--- src/rtl/irb_pkg.sv ---
package irb_pkg;
  localparam int ID_W   = 9;
  localparam int WORD_W = 16;
  localparam int POLL_W = 6;
  localparam int IRQ_W  = 8;

  typedef enum logic [3:0] {
    RS_POLL, RS_IRQ, RS_ORIENT, RS_BPP, RS_FONT, RS_SP, RS_SPACE, RS_CCNT,
    RS_WSPAN, RS_VER, RS_TEMP, RS_XMAX, RS_YMAX, RS_XMIN, RS_YMIN, RS_IP
  } reg_sel_e;

  typedef enum logic [2:0] {ST_IDLE, ST_LD_LO, ST_LD_HI, ST_DP_LO, ST_DP_HI} xfer_st_e;

  typedef struct packed {
    logic     hit;
    logic     can_rd;
    logic     can_wr;
    logic     wide;
    reg_sel_e sel;
  } id_info_t;

  function automatic id_info_t lookup_id(input logic [ID_W-1:0] id);
    id_info_t r;
    r.hit    = 1'b1;
    r.can_rd = 1'b1;
    r.can_wr = 1'b1;
    r.wide   = 1'b0;
    r.sel    = RS_TEMP;
    case (id)
      9'h003: r.sel = RS_POLL;
      9'h004: r.sel = RS_IRQ;
      9'h007: r.sel = RS_ORIENT;
      9'h008: begin r.sel = RS_BPP; r.can_rd = 1'b0; end
      9'h09F: begin r.sel = RS_BPP; r.can_wr = 1'b0; end
      9'h013: r.sel = RS_SPACE;
      9'h014: r.sel = RS_CCNT;
      9'h016: r.sel = RS_WSPAN;
      9'h017: begin r.sel = RS_VER; r.can_wr = 1'b0; end
      9'h019: r.sel = RS_TEMP;
      9'h090: r.sel = RS_XMAX;
      9'h091: r.sel = RS_YMAX;
      9'h094: r.sel = RS_XMIN;
      9'h095: r.sel = RS_YMIN;
      9'h10B: begin r.sel = RS_FONT; r.wide = 1'b1; end
      9'h10C: begin r.sel = RS_SP;   r.wide = 1'b1; end
      9'h1AC: begin r.sel = RS_IP;   r.wide = 1'b1; end
      default: r.hit = 1'b0;
    endcase
    return r;
  endfunction
endpackage

--- src/rtl/irb_id_decode.sv ---
module irb_id_decode
  import irb_pkg::*;
(
  input  logic [WORD_W-1:0] cmd_word_i,
  input  logic              cmd_load_i,
  output logic              legal_o,
  output logic              wide_o,
  output reg_sel_e          sel_o
);
  id_info_t info;
  logic     pad_zero;

  always_comb begin
    info     = lookup_id(cmd_word_i[ID_W-1:0]);
    pad_zero = (cmd_word_i[WORD_W-1:ID_W] == '0);
    legal_o  = pad_zero && info.hit && (cmd_load_i ? info.can_wr : info.can_rd);
    wide_o   = info.wide;
    sel_o    = info.sel;
  end
endmodule

--- src/rtl/irb_reg_file.sv ---
module irb_reg_file
  import irb_pkg::*;
#(
  parameter int ADDR_W  = 22,
  parameter int BPP_W   = 4,
  parameter int SP_STEP = 2,
  parameter int VERSION = 5
) (
  input  logic              clk_i,
  input  logic              rst_ni,
  input  logic              wr_en_i,
  input  reg_sel_e          wr_sel_i,
  input  logic [ADDR_W-1:0] wr_img_i,
  input  logic              sp_dec_i,
  input  reg_sel_e          rd_sel_i,
  output logic [ADDR_W-1:0] rd_img_o,
  output logic [POLL_W-1:0] poll_o,
  output logic [IRQ_W-1:0]  irq_o,
  output logic [BPP_W-1:0]  bpp_o,
  output logic [ADDR_W-1:0] sp_o
);
  localparam int N_W16 = 8;
  localparam reg_sel_e W16_SEL [N_W16] = '{RS_SPACE, RS_CCNT, RS_WSPAN, RS_TEMP,
                                          RS_XMAX, RS_YMAX, RS_XMIN, RS_YMIN};
  localparam logic [ADDR_W-1:0] STEP = ADDR_W'(SP_STEP);

  logic [POLL_W-1:0] poll_q;
  logic [IRQ_W-1:0]  irq_q;
  logic [3:0]        orient_q;
  logic [BPP_W-1:0]  bpp_q;
  logic [ADDR_W-1:0] font_q, sp_q, ip_q;
  logic [WORD_W-1:0] w16_q [N_W16];

  function automatic logic hit(input reg_sel_e s);
    return wr_en_i && (wr_sel_i == s);
  endfunction

  always_ff @(posedge clk_i or negedge rst_ni) begin
    if (!rst_ni) begin
      poll_q   <= '0;
      irq_q    <= '0;
      orient_q <= '0;
      bpp_q    <= '0;
      font_q   <= '0;
      sp_q     <= '0;
      ip_q     <= '0;
    end else begin
      if (hit(RS_POLL))   poll_q   <= wr_img_i[POLL_W-1:0];
      if (hit(RS_IRQ))    irq_q    <= wr_img_i[IRQ_W-1:0];
      if (hit(RS_ORIENT)) orient_q <= {wr_img_i[9:8], wr_img_i[1:0]};
      if (hit(RS_BPP))    bpp_q    <= wr_img_i[BPP_W-1:0];
      if (hit(RS_FONT))   font_q   <= wr_img_i;
      if (hit(RS_IP))     ip_q     <= wr_img_i;
      if (hit(RS_SP))     sp_q     <= wr_img_i;
      else if (sp_dec_i)  sp_q     <= sp_q - STEP;
    end
  end

  for (genvar g = 0; g < N_W16; g++) begin : g_w16
    always_ff @(posedge clk_i or negedge rst_ni) begin
      if (!rst_ni)              w16_q[g] <= '0;
      else if (hit(W16_SEL[g])) w16_q[g] <= wr_img_i[WORD_W-1:0];
    end
  end

  always_comb begin
    rd_img_o = '0;
    case (rd_sel_i)
      RS_POLL:   rd_img_o = ADDR_W'(poll_q);
      RS_IRQ:    rd_img_o = ADDR_W'(irq_q);
      RS_ORIENT: begin
        rd_img_o[9:8] = orient_q[3:2];
        rd_img_o[1:0] = orient_q[1:0];
      end
      RS_BPP:    rd_img_o = ADDR_W'(bpp_q);
      RS_VER:    rd_img_o = ADDR_W'(16'(VERSION));
      RS_FONT:   rd_img_o = font_q;
      RS_SP:     rd_img_o = sp_q;
      RS_IP:     rd_img_o = ip_q;
      default: begin
        for (int k = 0; k < N_W16; k++)
          if (rd_sel_i == W16_SEL[k]) rd_img_o = ADDR_W'(w16_q[k]);
      end
    endcase
  end

  assign poll_o = poll_q;
  assign irq_o  = irq_q;
  assign bpp_o  = bpp_q;
  assign sp_o   = sp_q;
endmodule

--- src/rtl/irb_xfer_ctl.sv ---
module irb_xfer_ctl
  import irb_pkg::*;
#(
  parameter int ADDR_W = 22
) (
  input  logic              clk_i,
  input  logic              rst_ni,
  input  logic              cmd_valid_i,
  input  logic              cmd_load_i,
  input  logic              legal_i,
  input  logic              wide_i,
  input  reg_sel_e          sel_i,
  input  logic              wr_valid_i,
  input  logic [WORD_W-1:0] wr_data_i,
  input  logic [ADDR_W-1:0] rd_img_i,
  output logic              busy_o,
  output logic              err_o,
  output logic              rd_valid_o,
  output logic [WORD_W-1:0] rd_data_o,
  output logic              wr_en_o,
  output reg_sel_e          wr_sel_o,
  output logic [ADDR_W-1:0] wr_img_o
);
  localparam int HI_W = ADDR_W - WORD_W;

  xfer_st_e          state_q;
  reg_sel_e          sel_q;
  logic              wide_q, err_q;
  logic [WORD_W-1:0] lo_q;
  logic [ADDR_W-1:0] snap_q;
  logic              accept;

  assign accept = cmd_valid_i && (state_q == ST_IDLE);

  always_ff @(posedge clk_i or negedge rst_ni) begin
    if (!rst_ni) begin
      state_q <= ST_IDLE;
      sel_q   <= RS_POLL;
      wide_q  <= 1'b0;
      err_q   <= 1'b0;
      lo_q    <= '0;
      snap_q  <= '0;
    end else begin
      err_q <= accept && !legal_i;
      case (state_q)
        ST_IDLE: if (accept && legal_i) begin
          sel_q   <= sel_i;
          wide_q  <= wide_i;
          snap_q  <= rd_img_i;  // dump image frozen at acceptance
          state_q <= cmd_load_i ? ST_LD_LO : ST_DP_LO;
        end
        ST_LD_LO: if (wr_valid_i) begin
          lo_q    <= wr_data_i;
          state_q <= wide_q ? ST_LD_HI : ST_IDLE;
        end
        ST_LD_HI: if (wr_valid_i) state_q <= ST_IDLE;
        ST_DP_LO: state_q <= wide_q ? ST_DP_HI : ST_IDLE;
        default:  state_q <= ST_IDLE;
      endcase
    end
  end

  always_comb begin
    wr_en_o  = wr_valid_i && ((state_q == ST_LD_LO && !wide_q) || state_q == ST_LD_HI);
    wr_img_o = (state_q == ST_LD_HI) ? {wr_data_i[HI_W-1:0], lo_q} : ADDR_W'(wr_data_i);
    case (state_q)
      ST_DP_LO: rd_data_o = snap_q[WORD_W-1:0];
      ST_DP_HI: rd_data_o = WORD_W'(snap_q[ADDR_W-1:WORD_W]);
      default:  rd_data_o = '0;
    endcase
  end

  assign wr_sel_o   = sel_q;
  assign rd_valid_o = (state_q == ST_DP_LO) || (state_q == ST_DP_HI);
  assign busy_o     = (state_q != ST_IDLE);
  assign err_o      = err_q;
endmodule

--- src/rtl/irb_unit.sv ---
module irb_unit
  import irb_pkg::*;
#(
  parameter int ADDR_W  = 22,
  parameter int BPP_W   = 4,
  parameter int SP_STEP = 2,
  parameter int VERSION = 5
) (
  input  logic              clk_i,
  input  logic              rst_ni,
  input  logic              cmd_valid_i,
  input  logic              cmd_load_i,
  input  logic [15:0]       cmd_word_i,
  input  logic              wr_valid_i,
  input  logic [15:0]       wr_data_i,
  input  logic              sp_dec_i,
  output logic              busy_o,
  output logic              err_o,
  output logic              rd_valid_o,
  output logic [15:0]       rd_data_o,
  output logic [5:0]        poll_mask_o,
  output logic [7:0]        irq_mask_o,
  output logic [BPP_W-1:0]  bpp_o,
  output logic [ADDR_W-1:0] sp_o
);
  logic              legal, wide, wr_en;
  reg_sel_e          cmd_sel, wr_sel;
  logic [ADDR_W-1:0] rd_img, wr_img;

  irb_id_decode u_dec (
    .cmd_word_i (cmd_word_i),
    .cmd_load_i (cmd_load_i),
    .legal_o    (legal),
    .wide_o     (wide),
    .sel_o      (cmd_sel)
  );

  irb_xfer_ctl #(.ADDR_W(ADDR_W)) u_ctl (
    .clk_i       (clk_i),
    .rst_ni      (rst_ni),
    .cmd_valid_i (cmd_valid_i),
    .cmd_load_i  (cmd_load_i),
    .legal_i     (legal),
    .wide_i      (wide),
    .sel_i       (cmd_sel),
    .wr_valid_i  (wr_valid_i),
    .wr_data_i   (wr_data_i),
    .rd_img_i    (rd_img),
    .busy_o      (busy_o),
    .err_o       (err_o),
    .rd_valid_o  (rd_valid_o),
    .rd_data_o   (rd_data_o),
    .wr_en_o     (wr_en),
    .wr_sel_o    (wr_sel),
    .wr_img_o    (wr_img)
  );

  irb_reg_file #(
    .ADDR_W(ADDR_W), .BPP_W(BPP_W), .SP_STEP(SP_STEP), .VERSION(VERSION)
  ) u_regs (
    .clk_i    (clk_i),
    .rst_ni   (rst_ni),
    .wr_en_i  (wr_en),
    .wr_sel_i (wr_sel),
    .wr_img_i (wr_img),
    .sp_dec_i (sp_dec_i),
    .rd_sel_i (cmd_sel),
    .rd_img_o (rd_img),
    .poll_o   (poll_mask_o),
    .irq_o    (irq_mask_o),
    .bpp_o    (bpp_o),
    .sp_o     (sp_o)
  );
endmodule

--- config.mk ---
export PLATFORM = sky130hd
export DESIGN_NAME = irb_unit
export DESIGN_NICKNAME = d
export VERILOG_FILES = /design/src/rtl/irb_pkg.sv /design/src/rtl/irb_id_decode.sv /design/src/rtl/irb_reg_file.sv /design/src/rtl/irb_xfer_ctl.sv /design/src/rtl/irb_unit.sv
export SDC_FILE = /design/constraint.sdc
export NUM_CORES = 1
export LEC_CHECK = 0
export BUFFER_PORTS_ARGS = -buffer_cell sky130_fd_sc_hd__buf_2
export CAP_MARGIN = 30
export CORE_ASPECT_RATIO = 0.6
export CORE_UTILIZATION = 35
export CTS_CLUSTER_DIAMETER = 120
export DETAILED_ROUTE_END_ITERATION = 7
export HOLD_SLACK_MARGIN = 0.06
export PLACE_DENSITY = 0.55
export SLEW_MARGIN = 20
export SYNTH_ARGS = -nofsm -noshare
export SYNTH_HDL_FRONTEND = slang
export SYNTH_HIERARCHICAL = 1
export SYNTH_SLANG_ARGS = --single-unit
--- constraint.sdc ---
create_clock -name clk_i -period 2.9 [get_ports clk_i]
set_clock_uncertainty 0.2 [all_clocks]
set_input_delay 0.145 -clock clk_i [delete_from_list [all_inputs] [get_ports clk_i]]
set_output_delay 0.145 -clock clk_i [all_outputs]
set_load 0.02 [all_outputs]
## After elaboration in Yosys (flattened, before gate mapping)

Cells that the tools add are included.

| word-level totals | value |
|---|---|
| register bits after elaboration | 263 |
| output and inout bits | 59 |

| operators by class | value |
|---|---|
| reduce and logical (&&, ||, !) cells | 41 |
| multiplexer cells | 29 |
| equality and inequality tests | 53 |
| add/subtract/negate cells | 1 |

Operators by type and width:

| operator | number |
|---|---|
| $mux 16 | 7 |
| $mux 22 | 4 |
| $eq 4x4->1 const B | 15 |
| $pmux 4 s15 | 1 |
| $pmux 12 s4 | 1 |
| $pmux 6 s8 | 1 |
| $eq 9x5->1 const B | 5 |
| $eq 9x8->1 const B | 5 |
| $eq 4x3->1 const B | 8 |
| $pmux 16 s2 | 1 |
| $eq 9x9->1 const B | 3 |
| $logic_and 1x1->1 | 22 |
| $sub 22x2->22 const B | 1 |
| $eq 9x3->1 const B | 2 |
| $reduce_or 17->1 | 1 |
| $eq 4x2->1 const B | 4 |
| $pmux 2 s8 | 1 |
| $mux 3 | 4 |
| $pmux 3 s4 | 1 |
| $pmux 2 s5 | 1 |
| $eq 9x2->1 const B | 1 |
| $eq 9x4->1 const B | 1 |
| $eq 4x1->1 const B | 2 |
| $logic_not 4->1 | 2 |
| other kinds (18) | 30 |

## Depth between registers and ports, before layout

| depth | value |
|---|---|
| depth in word-level cells | 13 |
| depth in mapped cells | 15 |
| mapped depth without buffers | 11 |

## By module

The synthesis kept the hierarchy.

Modules (own cells, without submodules):

| module | seq. area each (µm²) | area an instance (µm²) | cells an instance | times used |
|---|---|---|---|---|
| irb_reg_file | 5,405.2 | 10,602.7 | 890 | 1 |
| irb_xfer_ctl | 1,176.1 | 2,283.4 | 157 | 1 |
| irb_id_decode | 0.0 | 452.9 | 69 | 1 |

## Worst setup path after synthesis

Ideal clock, no wire load.

| timing path | value |
|---|---|
| path type | input port to flip-flop |
| start | input cmd_word_i[5] |
| end | register u_ctl.snap_q[13] |
| arrival | 3,476 ps |
| path slack | -840 ps |
| buffers on the path | 2 |
| setup time | 64 ps |
| cell stages on the path | 12 |
| path through | buf_6 -> or4_4 -> or4b_1 -> a21boi_1 -> nor4b_4 -> or3_1 -> nor2b_1 -> nor3b_1 -> clkbuf_1 -> a222oi_1 -> o21ai_0 -> mux2_4 |

| on the way | value |
|---|---|
| cells in the longest elaborated chain, start to end | 13 |
| elaborated cells on any way between the ends | 55 |

Ends and longest elaborated chain:

| what | RTL line | RTL |
|---|---|---|
| start: declaration | irb_unit.sv:13 | `input logic [15:0] cmd_word_i,` |
| $eq 9x4->1 / $eq 9x8->1 (equally long branches) | irb_pkg.sv:29 | `case (id)` |
| $reduce_or 2->1 (no line) | -- |  |
| $pmux 4 s15 * | irb_pkg.sv:29 |  |
| net cmd_sel[1] | irb_unit.sv:27 | `reg_sel_e cmd_sel, wr_sel;` |
| $eq 4x3->1 | irb_reg_file.sv:82 | `if (rd_sel_i == W16_SEL[k]) rd_img_o = ADDR_W'(w16_q[k]);` |
| $mux 16 (7 in a row) | irb_reg_file.sv:82 |  |
| $mux 22 | irb_reg_file.sv:82 |  |
| $pmux 12 s4 * | irb_reg_file.sv:68 | `case (rd_sel_i)` |
| net rd_img[13] | irb_unit.sv:28 | `logic [ADDR_W-1:0] rd_img, wr_img;` |
| end signal: assignment | irb_xfer_ctl.sv:49 | `snap_q <= rd_img_i;` |
| end: declaration | irb_xfer_ctl.sv:30 | `logic [ADDR_W-1:0] snap_q;` |

The timed path passes the listed nets; every way through them passes the cells marked *.
A chain may end at the register's enable or synchronous reset.

## Final worst setup path

| timing path | value |
|---|---|
| start | input cmd_word_i[4] |
| end | register u_ctl.snap_q[9] |

| on the way | value |
|---|---|
| cells in the longest elaborated chain, start to end | 13 |
| elaborated cells on any way between the ends | 55 |

Ends and longest elaborated chain:

| what | RTL line |
|---|---|
| $eq 9x4->1 / $eq 9x8->1 (equally long branches) | irb_pkg.sv:29 |
| $reduce_or 2->1 (no line) | -- |
| $pmux 4 s15 * | irb_pkg.sv:29 |
| net cmd_sel[1] | irb_unit.sv:27 |
| $eq 4x3->1 | irb_reg_file.sv:82 |
| $mux 16 (7 in a row) | irb_reg_file.sv:82 |
| $mux 22 | irb_reg_file.sv:82 |
| $pmux 2 s5 * | irb_reg_file.sv:68 |
| net rd_img[9] | irb_unit.sv:28 |

Marks and branches as above.

==> run_results.csv <==
group,metric,value,unit
layout,regArea,0.00658,mm2
synthesis,synth.distinct_cells,74,
worst_hold_path,whs_endpoint,"u_ctl/lo_q[14]$_DFFE_PN0P_",
clock_network,cts_root_buffer,"clkbuf_16",
timing,worstMarginPinSlew,744,ps
pwr,cellLeakagePower,8.00,nW
worst_hold_path,min_path_cells,3,
critical_path,required,3140,ps
worst_hold_path,hp-start,"wr_data_i[14]",
status,violations,"setup timing",
clock_network,cts_buffer_depth,3,
drt,wl_per_cell,23.1,um
timing,hold_viol_final,0,
status,outcome,"finished with violations",
pwr,power.density,500,mW/mm2
die,dieArea,0.0389,mm2
synthesis,ys_seq_area_frac,0.493,
flow_run,maxCapViolCount,0,
timing,layout_min_cycle_time,3140,ps
pwr,irDropWorstVdd,0.000410,V
synthesis,synth_seq_cells,263,
synthesis,synth_nets,1155,
synthesis,synth_top_flop_cell,"dfrtp_1",
global_route,grt-ovfl-total,0,
layout,fillCellCount,3408,
placement,gp_congestion,0.916,
timing,finalCritPeriodShare,1.08,
critical_path,crit_path_end_kind,"register",
layout,drive_gt1_frac,0.486,
layout,syn2layout_area_growth,27.1,%
synthesis,yosys.area_share.simple,0.101,
timing,slew_headroom,0.500,
global_route,grt_pass1_vias,10005,
critical_path,worstSetupPathType,"primary input to register",
die,start_util,0.361,
timing,setup_slack,-237,ps
synthesis,postSynthCellCount,1116,
synthesis,yosys_warnings,6,
critical_path,r2r_start,"u_ctl/state_q[2]$_DFFE_PN0P_",
critical_path,cp_common_cell,"buf_6",
synthesis,synth_area,0.0133,mm2
synthesis,syn_avg_cell_area,12.0,um2
synthesis,synth_top_family_by_area,"multiplexers",
critical_path,start_kind,"primary input",
timing,fmax,319,MHz
critical_path,r2r_setup_slack,250,ps
critical_path,reg2reg_to,"u_regs/irq_o[6]$_DFFE_PN0P_",
die,die_w,254,um
global_route,grt_max_degree,81,
drt,drtAntennaViolNets,0,
drt,detail_route.vias_per_cell,5.47,
synthesis,synthAdderAreaFrac,0.000938,
die,core,0.0370,mm2
drt,via_count,10102,
synthesis,synth_compound_area_frac,0.0987,
critical_path,worstPathMaxFanout,8,
die,rows,54,
timing,slew_violations,0,
clock_network,cts_sinks,263,
synthesis,muxShareOfSynthArea,0.256,
placement,place_hpwl,29.9,mm
worst_hold_path,hold_class,"primary input to register",
placement,post-place-ws,-1070,ps
timing,rsz0062_at_grt,"yes",
drt,drtPass1Iterations,6,
layout,fin_nets,1361,
drt,finalWirelength,42.7,mm
clock_network,clk_pin_slew,60,ps
global_route,antenna_found_initial,1,
clock_network,ctsHtreeMaxLevel,1,
synthesis,synth_xor_area_frac,0.0151,
global_route,groute.usage.overall,0.222,
synthesis,async_flop_share,1.00,
critical_path,cpPeakStageDelay,520,ps
critical_path,cp.arrival,3380,ps
timing,hold_ws,187,ps
synthesis,synth_edf_count,0,
global_route,grt_pass1_wl,65.1,mm
placement,io_buffers,96,
clock_network,cts_tree,"built",
timing,setup_viol,22,
die,die_h,153,um
critical_path,slowest_stage,"or4_4",
drt,drtIter0Drc,762,
critical_path,crit_chain,"buf_6 -> or4_4 -> or4b_4 -> a21boi_4 -> nor4b_4 -> or3_4 -> buf_8 -> and3b_2 -> buf_6 -> a222oi_1 -> o211ai_1 -> mux2_4",
layout,multi_input_area,0.00675,mm2
die,io_pins,97,
clock_network,numCtsBuffers,26,
drt,drc,0,
critical_path,rr_worst_depth,7,
clock_network,clk_latency,560,ps
[power breakdown]
part           switching [mW]  internal [mW]  leakage [nW]
sequential              0.208           3.80          3.60
clock                    1.49           1.94         0.418
combinational           0.645          0.402          3.98
[area by class of cell]
type	count	area share
multi-input cells	749	0.398
flip-flops and latches	263	0.388
repair buffers	265	0.122
clock buffers	37	0.0456
well taps	504	0.0372
clock inverters	9	0.00443
inverters	17	0.00376
diodes	2	0.000295
[cell usage in the layout (no fill, tap or decap), types with 24 or more instances in the layout]
cell type        n
buf_4          115
buf_2           94
clkbuf_16       27
a21oi_1         25
dlygate4sd3_1   24
dfrtp_1        263
nand2_1         55
o21ai_0         42
mux2_2         244
[sequential cells by signal, summed over array words and instances (netlist names)]
name / cells
u_regs/orient_q: 4
u_regs/bpp_o: 4
u_regs/poll_o: 6
u_ctl/snap_q: 22
u_ctl/lo_q: 16
u_regs/irq_o: 8
u_regs/font_q: 22
u_regs/sp_o: 22
u_ctl/state_q: 3
u_regs/ip_q: 22
u_ctl/err_o: 1
u_regs/w16_q: 128
u_ctl/wr_sel_o: 4
u_ctl/wide_q: 1
[worst max-delay path by stage]
stage	start	end	slack, ps
finish	cmd_word_i[4]	u_ctl/snap_q[9]$_DFFE_PN0P_	-240
CTS	cmd_word_i[4]	u_ctl/snap_q[3]$_DFFE_PN0P_	-200
floorplan	cmd_word_i[5]	u_ctl/snap_q[2]$_DFFE_PN0P_	-640
global placement	cmd_word_i[4]	u_ctl/snap_q[9]$_DFFE_PN0P_	-1160
detailed placement	cmd_word_i[4]	u_ctl/snap_q[15]$_DFFE_PN0P_	-1070
global route	cmd_word_i[4]	u_ctl/snap_q[3]$_DFFE_PN0P_	-330
[kinds of logic after synthesis]
logic type	count (synthesis)
AO/OA/AOI/OAI	198
XOR/XNOR	23
adder cells (fa/ha/maj)	1
buffers and inverters	106
flip-flops	263
multiplexers	296
AND/OR/NAND/NOR	229
[per-layer routing]
layer / global-route usage / up-vias / wire length, um
li1: - / 4515 / -
met1: 0.359 / 5225 / 21700
met2: 0.290 / 309 / 16600
met3: 0.0582 / 53 / 3660
met4: 0.0402 / 0 / 734
met5: 0 / - / 0
[timing repair]
item	4_1_cts	5_1_grt
setup endpoints to repair	22	24
hold buffers	24	0
buffers inserted	13	7
cloned	2	0
pin swaps	31	24
hold endpoints to repair	395	0
resized for setup	58	62
[critical path, delay by kind of cell]
kind	cells	cell delay (ps)
AOI/OAI and AO/OA	3	730
muxes	1	270
and+or+nand+nor	5	1820
buffers and inverters	3	410
[stage by stage]
step	cell area [um2]	total power [mW]	TNS, ps	cells	utilization
after floorplan	13400	4.54	-11740	1116	-
after global routing	16900	8.79	-4670	1844	0.458
after detailed placement	15200	5.06	-22460	1752	0.412
final	17000	8.48	-3090	1846	0.459
after CTS	16700	8.55	-2760	1837	0.451
after global placement	15200	5.04	-23150	1752	0.412
[synth_stat cells, types with 12 or more instances]
library cell	number	area [um2]
mux2_4	20	300
and2_1	19	119
xnor2_1	20	175
nand2_1	63	236
inv_1	17	63.8
nor2_1	28	105
a222oi_1	19	190
nand3_1	12	60.1
o22ai_1	15	93.8
mux2_2	247	2780
o21ai_0	56	280
a22o_1	14	123
nor2b_1	22	138
buf_1	18	67.6
clkbuf_1	56	210
mux2i_1	26	260
dfrtp_1	263	6580
a21oi_1	37	185
(Power assumes the default switching activity.)
